<file path="config.mk">
export PLATFORM = sky130hd
export DESIGN_NAME = brk_ctrl
export DESIGN_NICKNAME = d
export VERILOG_FILES = /design/src/rtl/brk_pkg.sv /design/src/rtl/brk_pending.sv /design/src/rtl/brk_arbiter.sv /design/src/rtl/brk_sequencer.sv /design/src/rtl/brk_ctrl.sv
export SDC_FILE = /design/constraint.sdc
export NUM_CORES = 1
export LEC_CHECK = 0
export ABC_AREA = 0
export BUFFER_PORTS_ARGS = -buffer_cell sky130_fd_sc_hd__buf_2
export CORE_MARGIN = 8
export CORE_UTILIZATION = 30
export CTS_BUF_LIST = sky130_fd_sc_hd__clkbuf_8
export CTS_CLUSTER_SIZE = 28
export DETAILED_ROUTE_END_ITERATION = 10
export GPL_TIMING_DRIVEN = 0
export PLACE_DENSITY_LB_ADDON = 0.08
export SKIP_LAST_GASP = 1
export SYNTH_ARGS = -nofsm -noshare
export SYNTH_HDL_FRONTEND = slang
export SYNTH_SLANG_ARGS = --single-unit
</file>
<file path="constraint.sdc">
create_clock -name clk -period 3.5 [get_ports clk]
set_input_delay 0.175 -clock clk [delete_from_list [all_inputs] [get_ports clk]]
set_output_delay 0.175 -clock clk [all_outputs]
set_load 0.01 [all_outputs]
</file>
<file path="src/rtl/brk_pkg.sv">
`timescale 1ns/1ps
package brk_pkg;

    typedef enum logic [2:0] {
        OP_NONE    = 3'd0,
        OP_MASK    = 3'd1,
        OP_UNMASK  = 3'd2,
        OP_FLUSH   = 3'd3,
        OP_FORCE   = 3'd4,
        OP_ARM     = 3'd5,
        OP_DISARM  = 3'd6
    } brk_op_e;

    typedef enum logic [2:0] {
        ST_IDLE     = 3'd0,
        ST_SAVE_AC  = 3'd1,
        ST_SAVE_PC  = 3'd2,
        ST_SAVE_IO  = 3'd3,
        ST_VECTOR   = 3'd4
    } brk_state_e;

    localparam logic [1:0] SLOT_AC  = 2'd0;
    localparam logic [1:0] SLOT_PC  = 2'd1;
    localparam logic [1:0] SLOT_IO  = 2'd2;
    localparam logic [1:0] SLOT_ENT = 2'd3;

endpackage

</file>
<file path="src/rtl/brk_pending.sv">
`timescale 1ns/1ps
module brk_pending
    import brk_pkg::*;
#(
    parameter int NCH = 16
) (
    input  logic                      clk,
    input  logic                      rst_n,
    input  logic [NCH-1:0]            req_i,
    input  logic                      cmd_valid_i,
    input  logic [2:0]                cmd_op_i,
    input  logic [$clog2(NCH)-1:0]    cmd_chan_i,
    input  logic                      take_i,
    input  logic [$clog2(NCH)-1:0]    take_ch_i,
    output logic [NCH-1:0]            cand_o,
    output logic                      armed_o
);
    localparam int CH_W = $clog2(NCH);

    brk_op_e        op;
    logic           is_flush;
    logic [NCH-1:0] req_q;
    logic [NCH-1:0] rise;

    assign op       = brk_op_e'(cmd_op_i);
    assign is_flush = cmd_valid_i && (op == OP_FLUSH);
    assign rise     = req_i & ~req_q;

    always_ff @(posedge clk or negedge rst_n) begin
        if (!rst_n) begin
            req_q <= '0;
        end else begin
            req_q <= req_i;
        end
    end

    always_ff @(posedge clk or negedge rst_n) begin
        if (!rst_n) begin
            armed_o <= 1'b0;
        end else if (cmd_valid_i && op == OP_ARM) begin
            armed_o <= 1'b1;
        end else if (cmd_valid_i && op == OP_DISARM) begin
            armed_o <= 1'b0;
        end
    end

    for (genvar g = 0; g < NCH; g++) begin : g_chan
        logic hw_q;
        logic sw_q;
        logic en_q;
        logic addressed;
        logic taken;

        assign addressed = cmd_valid_i && (cmd_chan_i == CH_W'(g));
        assign taken     = take_i && (take_ch_i == CH_W'(g));

        always_ff @(posedge clk or negedge rst_n) begin
            if (!rst_n) begin
                hw_q <= 1'b0;
            end else if (taken || is_flush) begin
                hw_q <= 1'b0;
            end else if (rise[g]) begin
                hw_q <= 1'b1;
            end
        end

        always_ff @(posedge clk or negedge rst_n) begin
            if (!rst_n) begin
                sw_q <= 1'b0;
            end else if (taken || is_flush) begin
                sw_q <= 1'b0;
            end else if (addressed && op == OP_FORCE) begin
                sw_q <= 1'b1;
            end
        end

        always_ff @(posedge clk or negedge rst_n) begin
            if (!rst_n) begin
                en_q <= 1'b0;
            end else if (addressed && op == OP_MASK) begin
                en_q <= 1'b0;
            end else if (addressed && op == OP_UNMASK) begin
                en_q <= 1'b1;
            end
        end

        assign cand_o[g] = (hw_q && en_q) || sw_q;
    end

endmodule

</file>
<file path="src/rtl/brk_arbiter.sv">
`timescale 1ns/1ps
module brk_arbiter #(
    parameter int NCH = 16
) (
    input  logic [NCH-1:0]            cand_i,
    input  logic [NCH-1:0]            isv_i,
    output logic                      hit_o,
    output logic [$clog2(NCH)-1:0]    ch_o
);
    localparam int CH_W = $clog2(NCH);

    logic [NCH-1:0] elig;

    always_comb begin
        logic blocked;
        blocked = 1'b0;
        for (int i = 0; i < NCH; i++) begin
            blocked = blocked | isv_i[i];
            elig[i] = cand_i[i] & ~blocked;
        end
    end

    always_comb begin
        hit_o = |elig;
        ch_o  = '0;
        for (int i = NCH - 1; i >= 0; i--) begin
            if (elig[i]) begin
                ch_o = CH_W'(i);
            end
        end
    end

endmodule

</file>
<file path="src/rtl/brk_sequencer.sv">
`timescale 1ns/1ps
module brk_sequencer
    import brk_pkg::*;
#(
    parameter int NCH    = 16,
    parameter int WORD_W = 18,
    parameter int ADDR_W = 12
) (
    input  logic                      clk,
    input  logic                      rst_n,
    input  logic                      hit_i,
    input  logic [$clog2(NCH)-1:0]    hit_ch_i,
    input  logic                      armed_i,
    input  logic                      cyc_end_i,
    input  logic [WORD_W-1:0]         cpu_ac_i,
    input  logic [ADDR_W-1:0]         cpu_pc_i,
    input  logic [WORD_W-1:0]         cpu_io_i,
    input  logic                      cpu_ovf_i,
    input  logic                      mem_gnt_i,
    input  logic                      ret_valid_i,
    input  logic [ADDR_W-1:0]         ret_addr_i,
    input  logic [WORD_W-1:0]         ret_word_i,
    output logic                      take_o,
    output logic [NCH-1:0]            isv_o,
    output logic                      busy_o,
    output logic                      mem_req_o,
    output logic [ADDR_W-1:0]         mem_addr_o,
    output logic [WORD_W-1:0]         mem_wdata_o,
    output logic                      pc_load_o,
    output logic [ADDR_W-1:0]         pc_val_o,
    output logic                      ovf_load_o,
    output logic                      ovf_val_o
);
    localparam int CH_W = $clog2(NCH);

    brk_state_e        state_q, state_n;
    logic [CH_W-1:0]   ch_q;
    logic [WORD_W-1:0] ac_q, pcw_q, io_q, pcw_now;
    logic [NCH-1:0]    isv_q, isv_n;
    logic              ret_hit;
    logic [CH_W-1:0]   ret_ch;
    logic [1:0]        slot;
    logic              vec;
    logic              unused_bits;

    assign unused_bits = ^ret_word_i[WORD_W-2:ADDR_W];

    assign take_o  = (state_q == ST_IDLE) && hit_i && armed_i && cyc_end_i;
    assign ret_ch  = ret_addr_i[CH_W+1:2];
    assign ret_hit = ret_valid_i && (ret_addr_i[1:0] == SLOT_PC)
                     && ((ret_addr_i >> (CH_W + 2)) == '0);

    always_comb begin
        pcw_now               = '0;
        pcw_now[ADDR_W-1:0]   = cpu_pc_i;
        pcw_now[WORD_W-1]     = cpu_ovf_i;
    end

    always_comb begin
        isv_n = isv_q;
        if (ret_hit) begin
            isv_n[ret_ch] = 1'b0;
        end
        if (take_o) begin
            isv_n[hit_ch_i] = 1'b1;
        end
    end

    always_comb begin
        state_n = state_q;
        unique case (state_q)
            ST_IDLE:    if (take_o)    state_n = ST_SAVE_AC;
            ST_SAVE_AC: if (mem_gnt_i) state_n = ST_SAVE_PC;
            ST_SAVE_PC: if (mem_gnt_i) state_n = ST_SAVE_IO;
            ST_SAVE_IO: if (mem_gnt_i) state_n = ST_VECTOR;
            ST_VECTOR:                 state_n = ST_IDLE;
            default:                   state_n = ST_IDLE;
        endcase
    end

    always_ff @(posedge clk or negedge rst_n) begin
        if (!rst_n) begin
            state_q <= ST_IDLE;
            ch_q    <= '0;
            ac_q    <= '0;
            pcw_q   <= '0;
            io_q    <= '0;
            isv_q   <= '0;
        end else begin
            state_q <= state_n;
            isv_q   <= isv_n;
            if (take_o) begin
                ch_q  <= hit_ch_i;
                ac_q  <= cpu_ac_i;
                pcw_q <= pcw_now;
                io_q  <= cpu_io_i;
            end
        end
    end

    always_comb begin
        mem_req_o   = 1'b0;
        mem_wdata_o = '0;
        slot        = SLOT_AC;
        vec         = 1'b0;
        unique case (state_q)
            ST_IDLE: ;
            ST_SAVE_AC: begin
                mem_req_o   = 1'b1;
                slot        = SLOT_AC;
                mem_wdata_o = ac_q;
            end
            ST_SAVE_PC: begin
                mem_req_o   = 1'b1;
                slot        = SLOT_PC;
                mem_wdata_o = pcw_q;
            end
            ST_SAVE_IO: begin
                mem_req_o   = 1'b1;
                slot        = SLOT_IO;
                mem_wdata_o = io_q;
            end
            ST_VECTOR: vec = 1'b1;
            default: ;
        endcase
        busy_o     = (state_q != ST_IDLE);
        mem_addr_o = ADDR_W'({ch_q, slot});
        pc_load_o  = vec || ret_hit;
        pc_val_o   = vec ? ADDR_W'({ch_q, SLOT_ENT}) : ret_word_i[ADDR_W-1:0];
        ovf_load_o = ret_hit && !vec;
        ovf_val_o  = ret_word_i[WORD_W-1];
    end

    assign isv_o = isv_q;


    save_addr_step_chk: assert property (@(posedge clk) disable iff (!rst_n)
        (mem_req_o && mem_gnt_i && state_q != ST_SAVE_IO)
        |=> (mem_req_o && mem_addr_o == $past(mem_addr_o) + 1'b1));


    save_hold_chk: assert property (@(posedge clk) disable iff (!rst_n)
        (mem_req_o && !mem_gnt_i)
        |=> (mem_req_o && $stable(mem_addr_o) && $stable(mem_wdata_o)));


    vector_after_io_chk: assert property (@(posedge clk) disable iff (!rst_n)
        (state_q == ST_SAVE_IO && mem_gnt_i)
        |=> (pc_load_o && pc_val_o[1:0] == SLOT_ENT && !mem_req_o));


    no_entry_while_busy_chk: assert property (@(posedge clk) disable iff (!rst_n)
        busy_o |=> ($countones(isv_q) <= $countones($past(isv_q))));

endmodule

</file>
<file path="src/rtl/brk_ctrl.sv">
`timescale 1ns/1ps
module brk_ctrl #(
    parameter int NCH    = 16,
    parameter int WORD_W = 18,
    parameter int ADDR_W = 12
) (
    input  logic                      clk,
    input  logic                      rst_n,
    input  logic [NCH-1:0]            req_i,
    input  logic                      cmd_valid_i,
    input  logic [2:0]                cmd_op_i,
    input  logic [$clog2(NCH)-1:0]    cmd_chan_i,
    input  logic                      cyc_end_i,
    input  logic [WORD_W-1:0]         cpu_ac_i,
    input  logic [ADDR_W-1:0]         cpu_pc_i,
    input  logic [WORD_W-1:0]         cpu_io_i,
    input  logic                      cpu_ovf_i,
    input  logic                      mem_gnt_i,
    input  logic                      ret_valid_i,
    input  logic [ADDR_W-1:0]         ret_addr_i,
    input  logic [WORD_W-1:0]         ret_word_i,
    output logic                      busy_o,
    output logic                      mem_req_o,
    output logic [ADDR_W-1:0]         mem_addr_o,
    output logic [WORD_W-1:0]         mem_wdata_o,
    output logic                      pc_load_o,
    output logic [ADDR_W-1:0]         pc_val_o,
    output logic                      ovf_load_o,
    output logic                      ovf_val_o,
    output logic [NCH-1:0]            active_o
);
    localparam int CH_W = $clog2(NCH);

    logic [NCH-1:0]  cand;
    logic            armed;
    logic            hit;
    logic [CH_W-1:0] hit_ch;
    logic            take;

    brk_pending #(.NCH(NCH)) u_pending (
        .clk         (clk),
        .rst_n       (rst_n),
        .req_i       (req_i),
        .cmd_valid_i (cmd_valid_i),
        .cmd_op_i    (cmd_op_i),
        .cmd_chan_i  (cmd_chan_i),
        .take_i      (take),
        .take_ch_i   (hit_ch),
        .cand_o      (cand),
        .armed_o     (armed)
    );

    brk_arbiter #(.NCH(NCH)) u_arbiter (
        .cand_i (cand),
        .isv_i  (active_o),
        .hit_o  (hit),
        .ch_o   (hit_ch)
    );

    brk_sequencer #(.NCH(NCH), .WORD_W(WORD_W), .ADDR_W(ADDR_W)) u_seq (
        .clk         (clk),
        .rst_n       (rst_n),
        .hit_i       (hit),
        .hit_ch_i    (hit_ch),
        .armed_i     (armed),
        .cyc_end_i   (cyc_end_i),
        .cpu_ac_i    (cpu_ac_i),
        .cpu_pc_i    (cpu_pc_i),
        .cpu_io_i    (cpu_io_i),
        .cpu_ovf_i   (cpu_ovf_i),
        .mem_gnt_i   (mem_gnt_i),
        .ret_valid_i (ret_valid_i),
        .ret_addr_i  (ret_addr_i),
        .ret_word_i  (ret_word_i),
        .take_o      (take),
        .isv_o       (active_o),
        .busy_o      (busy_o),
        .mem_req_o   (mem_req_o),
        .mem_addr_o  (mem_addr_o),
        .mem_wdata_o (mem_wdata_o),
        .pc_load_o   (pc_load_o),
        .pc_val_o    (pc_val_o),
        .ovf_load_o  (ovf_load_o),
        .ovf_val_o   (ovf_val_o)
    );


    start_on_cycle_end_chk: assert property (@(posedge clk) disable iff (!rst_n)
        $rose(busy_o) |-> $past(cyc_end_i));


    entry_outranks_chk: assert property (@(posedge clk) disable iff (!rst_n)
        $rose(busy_o) |->
            ($countones(active_o & ~$past(active_o)) == 1 &&
             (((active_o & ~$past(active_o)) - 1'b1) & active_o) == '0));

endmodule

</file>
Word-level counts from Yosys, hierarchy flattened --
Cells that the tools add are included.
Cells by class: multiplexer cells 130, reductions and logical operators 198, div/mod/pow operators 0, magnitude comparators 4, shifts and indexed selects 0, add/sub/neg operators 0, bitwise logic cells 52, eq/ne operators 45, $mul 0
Operator list (number):
- 1-bit logical AND | 107
- 1-bit two-way mux | 102
- 2-bit nonzero test | 49
- 4-bit == test, second input constant | 16
- 4-bit two-way mux | 16
- 18-bit one-hot mux with 3 select lines | 1
- 1-bit logical OR | 33
- 16-bit AND | 2
- 4-bit by 3-bit == test with 1-bit output, second input constant | 8
- 16-bit two-way mux | 2
- 16-bit inverter | 2
- 1-bit AND | 16
- 4-bit by 2-bit == test with 1-bit output, second input constant | 4
- 1-bit inverter | 16
- 16-bit OR | 1
- 16-bit OR reduction | 1
- 1-bit OR | 15
- 3-bit by 2-bit == test with 1-bit output, second input constant | 4
- 3-bit == test, second input constant | 4
- 12-bit logical NOT | 1
- 12-bit two-way mux | 1
- 3-bit two-way mux | 4
- 3-bit one-hot mux with 4 select lines | 1
- 4-bit by 5-bit less-than comparator with 1-bit output, second input constant | 2
- other kinds (13) | 21
Word-level totals: register bits after elaboration 137, bits in read-only memories 0, input bits 108, logic and storage cells 485, bits in latches 0, memories kept 0, memory bits (writable) 0, output and inout port bits 63

Longest topological paths before layout --
Gate-level depths: netlist of the first run.
depth after elaboration 39, gate-level depth with buffers 8, depth with buffers taken out 6

By module --
Synthesis of the first run repeated with hierarchy kept, for this count alone.
Unflattened totals: cells, all modules 638, area, all modules 6869.1 µm²
Modules (own cells, without submodules):
- brk_sequencer | area an instance 3669.8 µm², seq. area each 1801.7 µm², times used 1, cells each 313
- brk_pending | area an instance 2808.9 µm², seq. area each 1626.6 µm², times used 1, cells each 259
- brk_arbiter | area an instance 390.4 µm², seq. area each 0.0 µm², times used 1, cells each 66

Worst setup path before layout of the first run --
OpenSTA, ideal clock, no wires.
path type flip-flop to flip-flop, from register u_seq.isv_q[2] (netlist: u_seq.isv_o[2]), to register u_pending.g_chan[14].hw_q, required time 3.360 ns, path slack 0.942 ns, buffers on the path 1, clock period less this slack 2.558 ns, library setup time 0.140 ns, cell stages (with the launch flop) 8, data arrival time 2.419 ns, path through dfrtp_1 or4_4 nor4_4 o2111ai_1 a221o_1 a211oi_4 buf_6 a21oi_1
On the way: cells in the longest elaborated chain, start to end 36, elaborated cells between the ends (all ways) 67, classes of those cells eq/ne: 1; mux: 17; bitwise: 42; reduce/logical: 7
Ends and longest elaborated chain:
- start: declaration | RTL line brk_sequencer.sv:39 | logic [NCH-1:0] isv_q, isv_n;
- start signal: assignment | RTL line brk_sequencer.sv:91 | isv_q <= isv_n;
- 1-bit OR * | RTL line brk_arbiter.sv:18 | blocked = blocked | isv_i[i];
- 1-bit OR (13 in series) | RTL line brk_arbiter.sv:18
- 1-bit inverter | RTL line brk_arbiter.sv:19 | elig[i] = cand_i[i] & ~blocked;
- 1-bit AND | RTL line brk_arbiter.sv:19
- 4-bit two-way mux (16 in series) | RTL line brk_arbiter.sv:27 | if (elig[i]) begin
- 4-bit == test | RTL line brk_pending.sv:55 | assign taken = take_i && (take_ch_i == CH_W'(g));
- 1-bit logical AND * | RTL line brk_pending.sv:55
- 1-bit logical OR * | RTL line brk_pending.sv:60 | end else if (taken || is_flush) begin
- 1-bit two-way mux or 2-bit nonzero test (tied branches)
- end signal: assignment | RTL line brk_pending.sv:59 | hw_q <= 1'b0;
- end signal: assignment | RTL line brk_pending.sv:61 | hw_q <= 1'b0;
- end signal: assignment | RTL line brk_pending.sv:63 | hw_q <= 1'b1;
- end: declaration | RTL line brk_pending.sv:48 | logic hw_q;
Every way passes the cells marked *; elsewhere a longest branch is shown, timed or not. A chain may end at the register's enable or synchronous reset.

Worst setup path after layout of the first run --
from register u_pending.g_chan[0].hw_q, to register u_pending.g_chan[11].hw_q
On the way: cells in the longest elaborated chain, start to end 10, elaborated cells between the ends (all ways) 13, classes of those cells eq/ne: 1; mux: 2; bitwise: 1; reduce/logical: 9
Ends and longest elaborated chain:
- start: declaration | RTL line brk_pending.sv:48
- start signal: assignment | RTL line brk_pending.sv:59
- start signal: assignment | RTL line brk_pending.sv:61
- start signal: assignment | RTL line brk_pending.sv:63
- 1-bit logical AND * | RTL line brk_pending.sv:87 | assign cand_o[g] = (hw_q && en_q) || sw_q;
- 1-bit logical OR * | RTL line brk_pending.sv:87
- 1-bit AND * | RTL line brk_arbiter.sv:19
- 16-bit OR reduction | RTL line brk_arbiter.sv:24 | hit_o = |elig;
- 1-bit logical AND (3 in series) | RTL line brk_sequencer.sv:48 | assign take_o = (state_q == ST_IDLE) && hit_i && armed_i && cyc_end_i;
- 1-bit logical AND * | RTL line brk_pending.sv:55
- 1-bit logical OR * | RTL line brk_pending.sv:60
- 1-bit two-way mux or 2-bit nonzero test (tied branches)
- end signal: assignment | RTL line brk_pending.sv:59
- end signal: assignment | RTL line brk_pending.sv:61
- end signal: assignment | RTL line brk_pending.sv:63
- end: declaration | RTL line brk_pending.sv:48
Marks and branches as above.

==> results.sh, run 1 <==
export IMPL_h_tree_depth=4
export IMPL_synth_xor_area_share_pct=0.134
export IMPL_vias=5665
export IMPL_port_buffers=156
export IMPL_synthTopCellsByCount="137 x dfrtp_1, 73 x o21ai_0, 55 x a21oi_1, 55 x nor2_1, 43 x mux2_1"
export IMPL_drtIter0Drc=323
export IMPL_fillers=2149
export IMPL_nets=966
export IMPL_diodes=0
export IMPL_avgSynthCellArea_um2=10.7
export IMPL_chipWidth_um=164
export IMPL_grt_pass1_wl_um=33400
export IMPL_drt_pass1_iter_count=5
export IMPL_power_leakage_nw=4.11
export IMPL_synthTopCellsByArea="dfrtp_1 53%, mux2_1 7.4%, o21ai_0 5.6%"
export IMPL_peakVddDrop_v=0.000346
export IMPL_synth_mux_area_share_pct=12.5
export IMPL_synthCells=610
export IMPL_final_setup_tns_ns=0
export IMPL_fp_dieH_um=164
export IMPL_clockRootBuffer="clkbuf_8"
export IMPL_numCtsBuffers=17
export IMPL_period_share_pct=88.7
export IMPL_syn2layout_area_growth_pct=34.5
export IMPL_finalCriticalPeriod_ns=3.10
export IMPL_critPathCaptureType="flip-flop"
export IMPL_ys_types=61
export IMPL_synth_top_area_cell="dfrtp_1"
export IMPL_grtUsageTotal_pct=15.9
export IMPL_yosys_warnings=0
export IMPL_gp_congestion=0.810
export IMPL_synth_area_um2=6530
export IMPL_clk_pin_slew_ns=0.09
export IMPL_synth_edf_count=0
export IMPL_core_area_um2=21600
export IMPL_synth_top_family_by_area="compound AO/OA/AOI/OAI gates"
export IMPL_timing_reg2reg_setup_slack_ns=0.40
export IMPL_pre_cts_ws_ns=0.314
export IMPL_critPathMaxFanout=9
export IMPL_routedWlPerCell_um=18.1
export IMPL_setup_viol=0
export IMPL_synth_top_cell_area_share_pct=52.5
export IMPL_ys_ff_latch=137
export IMPL_worstPathCellList="a21oi_1 > nor2_1 > or4_1 > or4_1 > a211oi_1 > a21oi_1"
export IMPL_antenna_found_initial=1
export IMPL_post_cts_setup_buffers=0
export IMPL_arrival_ns=3.41
export IMPL_wl_um=20800
export IMPL_async_reset_ff_share_pct=100
export IMPL_vias_per_cell=4.92
export IMPL_stdcell_count=1151
export IMPL_ys_flop_type="dfrtp_1"
export IMPL_rsz0062_at_grt="no"
export IMPL_num_rows=54
export IMPL_synth_most_common_cell="dfrtp_1"
export IMPL_hold_violations=0
export IMPL_hpwl_um=15400
export IMPL_max_stage_delay_ns=0.69
export IMPL_grt_pass1_vias=6139
export IMPL_gr_total_overflow=0
export IMPL_seq_area_frac_synth_pct=52.5
export IMPL_clk_latency_ns=0.45
export IMPL_fin_area_um2=8780
export IMPL_hold_path_class="input port to flip-flop"
export IMPL_setup_worst_path_class="flip-flop to flip-flop"
export IMPL_maxCapViolCount=0
export IMPL_io_pins=171
export IMPL_worst_pin_slew_ns=1.04
export IMPL_powerDensity_nw_per_um2=723
export IMPL_slew_headroom_pct=29.9
export IMPL_worst_ep_required_time_ns=3.81
export IMPL_grt_max_degree=73
export IMPL_clock_path_buffers=2
export IMPL_max_freq_mhz=322
export IMPL_die_area_um2=26700
export IMPL_cts_tree="built"
export IMPL_start_kind="flip-flop"
export IMPL_final_layout_size_suffix_gt1_share_pct=28.6
export IMPL_ant_nets=0
export IMPL_dpl_cell_area_um2=7710
export IMPL_clock_skew_final_ns=0.0190
export IMPL_yosys_area_share_simple_pct=13.4
export IMPL_cpMaxStageDelayCell="a211oi_1"
export IMPL_power_total_mw=6.35
export IMPL_slew_viol_final=0
export IMPL_finalWorstSetupSlack_ns=0.396
export IMPL_status="finished, final reports clean"
export IMPL_cts_sinks=137
export IMPL_drc=0
export IMPL_synthAdderAreaFrac_pct=0
export IMPL_initial_core_util_pct=30.2
export IMPL_dp_cells=1052
export IMPL_synth_compound_area_share_pct=18.2
-- registers in the layout, indices dropped and copies added, names as in the netlist, 3 cells and up --
signal and count:
u_pending.g_chan.en_q 16, u_seq.isv_o 16, u_pending.req_q 16, u_pending.g_chan.hw_q 16, u_pending.g_chan.sw_q 16, u_seq.state_q 3
u_seq.io_q 18, u_seq.ac_q 18, u_seq.ch_q 4, u_seq.pcw_q 13
-- per-layer routing --
layer  track usage (%)  vias up  part of all wire [%]
met5                 0        -                 0.062
met4              5.87        2                   1.9
met3              4.03       24                   5.5
met2              26.1      166                    49
met1              20.0     2777                    44
li1                  -     2696                     -
-- worst max-delay path, delay by kind of cell (launching register included) --
kind            cells  cell delay, ns
compound gates      3            1.15
simple gates        3            1.42
flops               1            0.39
-- through the flow --
stage          util (%)  hold WS [ns]
4_1_cts            40.6        0.0562
2_1_floorplan         -        -0.121
3_3_place_gp       35.5         0.293
5_1_grt            40.6        0.0921
6_report           40.6         0.101
3_5_place_dp       35.7         0.222
-- layout make-up --
cell class                      instances  area (um^2)  area share, %
Buffer                                 33          186           2.12
Clock buffer                           17          234           2.67
Clock inverter                         15          161           1.84
Inverter                                7         26.3          0.299
Multi-Input combinational cell        438         2910           33.1
Sequential cell                       137         3430           39.1
Tap cell                              280          350           3.99
Timing Repair Buffer                  224         1490           16.9
-- cell usage in the layout, fill, tap and decap left out, types with 6 or more instances in the layout --
master / instances
o21ai_0: 73
conb_1: 6
o21ai_1: 9
a22oi_1: 15
clkbuf_1: 14
nand3_1: 12
nor2_1: 55
or2_2: 7
nand2_1: 18
nor2b_1: 21
a211oi_1: 9
clkbuf_8: 17
inv_1: 7
mux2_1: 43
buf_2: 160
nor3_1: 8
a21oi_1: 55
buf_4: 8
mux2_2: 25
dlygate4sd3_1: 67
dfrtp_1: 137
inv_6: 6
-- path summary, 6_finish.rpt --
kind	startpoint	endpoint	cells after the start
min reg2reg	u_seq.io_q[1]	u_seq.io_q[1]	1
min	cmd_chan_i[1]	u_pending.g_chan[7].en_q	3
min in group asynchronous	rst_n	u_pending.req_q[10]	2
max in group asynchronous	rst_n	u_seq.ac_q[5]	3
max reg2reg	u_pending.g_chan[0].hw_q	u_pending.g_chan[11].hw_q	6
max	u_pending.g_chan[0].hw_q	u_pending.g_chan[11].hw_q	6
-- timing repair --
action,CTS,global route
hold endpoints to repair,134,0
gates resized for setup,0,0
hold buffers,67,0
-- cell families after synthesis --
logic type | Yosys count
XOR/XNOR | 1
flip-flops | 137
buffers and inverters | 40
AO/OA/AOI/OAI | 195
other | 1
AND/OR/NAND/NOR | 163
multiplexers | 73
-- power breakdown --
part / internal [mW] / switching [mW]
sequential: 2.02 / 0.277
combinational: 1.16 / 1.57
clock: 0.592 / 0.728
total: 3.77 / 2.58
(Power assumes the default switching activity.)
==> run 2: changes to the inputs <==
==> constraint.sdc (replaced) <==
create_clock -name clk -period 3 [get_ports clk]
set_input_delay 0.15 -clock clk [delete_from_list [all_inputs] [get_ports clk]]
set_output_delay 0.15 -clock clk [all_outputs]
set_load 0.01 [all_outputs]
==> run 2 against run 1 <==
Effect of this change: register-to-register slack got worse by 0.29 ns; critical path depth unchanged; maximum frequency grew 7.4%; critical path type unchanged; critical endpoint unchanged; largest power group unchanged; highest routed layer unchanged.
==> results.sh, run 2 (synthesized netlist as in run 1, its figures left out) <==
export IMPL_period_share_pct=96.3
export IMPL_timing_reg2reg_setup_slack_ns=0.11
export IMPL_status="finished, final reports clean"
export IMPL_peakVddDrop_v=0.000405
export IMPL_num_rows=54
export IMPL_dp_cells=1052
export IMPL_final_common_cell="buf_2"
export IMPL_drtIter0Drc=304
export IMPL_clockRootBuffer="clkbuf_8"
export IMPL_drc=0
export IMPL_die_area_um2=26700
export IMPL_max_stage_delay_ns=0.62
export IMPL_arrival_ns=3.21
export IMPL_p_int_mw=4.50
export IMPL_hpwl_um=15400
export IMPL_grt_pass1_wl_um=33500
export IMPL_vias_per_cell=4.93
export IMPL_routedWlPerCell_um=18.2
export IMPL_grt_pass1_vias=6171
export IMPL_holdCritStartpoint="cmd_op_i[1]"
export IMPL_cts_sinks=137
export IMPL_critPathCaptureType="flip-flop"
export IMPL_swShare_pct=40.8
export IMPL_core_area_um2=21600
export IMPL_reg_top3="u_seq.ac_q x18, u_seq.io_q x18"
export IMPL_powerDensity_nw_per_um2=857
export IMPL_cpMaxStageDelayCell="or4_1"
export IMPL_seqPwrFrac_pct=35.3
export IMPL_worst_ep_required_time_ns=3.33
export IMPL_critPathMaxFanout=9
export IMPL_wl_um=21000
export IMPL_h_tree_depth=4
export IMPL_cp_startpoint="u_pending.g_chan[0].hw_q"
export IMPL_max_freq_mhz=346
export IMPL_port_buffers=156
export IMPL_clk_pin_slew_ns=0.09
export IMPL_clkPwrFrac_pct=20.4
export IMPL_clock_skew_final_ns=0.0207
export IMPL_worst_path_buf_inv=0
export IMPL_vias=5694
export IMPL_rsz0062_at_grt="yes"
export IMPL_whs_ns=0.0726
export IMPL_grtUsageTotal_pct=16.0
export IMPL_finalCriticalPeriod_ns=2.89
export IMPL_gr_total_overflow=0
export IMPL_slew_headroom_pct=29.0
export IMPL_slew_viol_final=0
export IMPL_numCtsBuffers=17
export IMPL_ant_nets=0
export IMPL_setup_viol=0
export IMPL_io_pins=171
export IMPL_drt_pass1_iter_count=5
export IMPL_setup_worst_path_class="flip-flop to flip-flop"
export IMPL_syn2layout_area_growth_pct=35.8
export IMPL_worstPathCellList="a21oi_1 > nor2_1 > or4_1 > or4_1 > a211oi_2 > a21oi_1"
export IMPL_worst_pin_slew_ns=1.06
export IMPL_hold_path_class="input port to flip-flop"
export IMPL_rr_startpoint="u_pending.g_chan[0].hw_q"
export IMPL_final_layout_size_suffix_gt1_share_pct=29.7
export IMPL_gp_congestion=0.810
export IMPL_cpLargestDelayFamily="simple AND/OR/NAND/NOR gates"
export IMPL_start_kind="flip-flop"
export IMPL_combPwrFrac_pct=44.3
export IMPL_grt_max_degree=73
export IMPL_antenna_found_initial=1
export IMPL_stdcell_count=1155
export IMPL_final_cell_mix="159 x buf_2, 137 x dfrtp_1, 73 x o21ai_0, 67 x dlygate4sd3_1"
export IMPL_nets=970
export IMPL_fp_dieH_um=164
export IMPL_cts_tree="built"
export IMPL_power_switching_mw=3.10
export IMPL_clk_latency_ns=0.46
export IMPL_chipWidth_um=164
export IMPL_power_leakage_nw=4.14
export IMPL_initial_core_util_pct=30.2
export IMPL_hold_violations=0
export IMPL_clock_path_buffers=2
export IMPL_maxCapViolCount=0
export IMPL_diodes=0
## run 2: timing repair
| item | CTS | global route |
|---|---|---|
| endpoints found under the setup margin | 18 | 52 |
| resized for setup | 3 | 7 |
| endpoints found under the hold margin | 135 | 0 |
| gates cloned | 0 | 0 |
| setup buffers | 4 | 0 |
| hold buffers | 67 | 0 |
| pin swaps | 1 | 1 |
## run 2: per-stage QoR
| stage | setup slack, ns | total power, mW | utilization (%) | TNS, ns | area (um^2) |
|---|---|---|---|---|---|
| after floorplan | 0.442 | 4.74 | - | 0 | 6550 |
| after global placement | -0.225 | 5.80 | 35.5 | -30.28 | 7680 |
| after detailed placement | -0.186 | 5.85 | 35.7 | -1.60 | 7710 |
| after CTS | 0.0131 | 7.62 | 40.8 | 0 | 8830 |
| after global routing | -0.0439 | 8.11 | 41.0 | -0.105 | 8860 |
| final | 0.111 | 7.59 | 41.0 | 0 | 8860 |
## run 2: tightest hold or removal path: cells and delay by family
family          cells  cell delay (ns)
buf+inv             1             0.13
simple gates        1             0.07
compound gates      1             0.13
## run 2: power groups by stage
stage	sequential (mW)	clock (mW)	combinational (mW)
after floorplan	2.64	0	2.10
after global placement	2.70	0	3.11
after detailed placement	2.71	0	3.13
after CTS	2.68	1.60	3.34
after global routing	2.75	1.68	3.68
final	2.68	1.55	3.36
## run 2: layout make-up
| cell class | instances | area, um^2 |
|---|---|---|
| timing repair buffer | 228 | 1520 |
| multi-input combinational | 438 | 2960 |
| clock inverter | 15 | 161 |
| fill | 2145 | 12800 |
| buffer | 33 | 190 |
| inverter | 7 | 26.3 |
| tap | 280 | 350 |
| sequential | 137 | 3430 |
| clock buffer | 17 | 234 |
## run 2: worst paths after layout
check | end | cells after the start
setup / recovery | u_pending.g_chan[11].hw_q | 6
hold / removal | u_pending.g_chan[14].en_q | 3
setup reg to reg | u_pending.g_chan[11].hw_q | 6
hold reg to reg | u_seq.io_q[1] | 1
max in group asynchronous | u_seq.ac_q[5] | 3
min in group asynchronous | u_pending.req_q[10] | 2
## run 2: layer usage
| metal | vias to the layer above | track usage [%] | part of all wire, % |
|---|---|---|---|
| met5 | - | 0 | 0.062 |
| li1 | 2706 | - | - |
| met1 | 2820 | 20.1 | 44 |
| met3 | 21 | 3.98 | 5.3 |
| met4 | 2 | 6.20 | 1.6 |
| met2 | 145 | 26.1 | 49 |
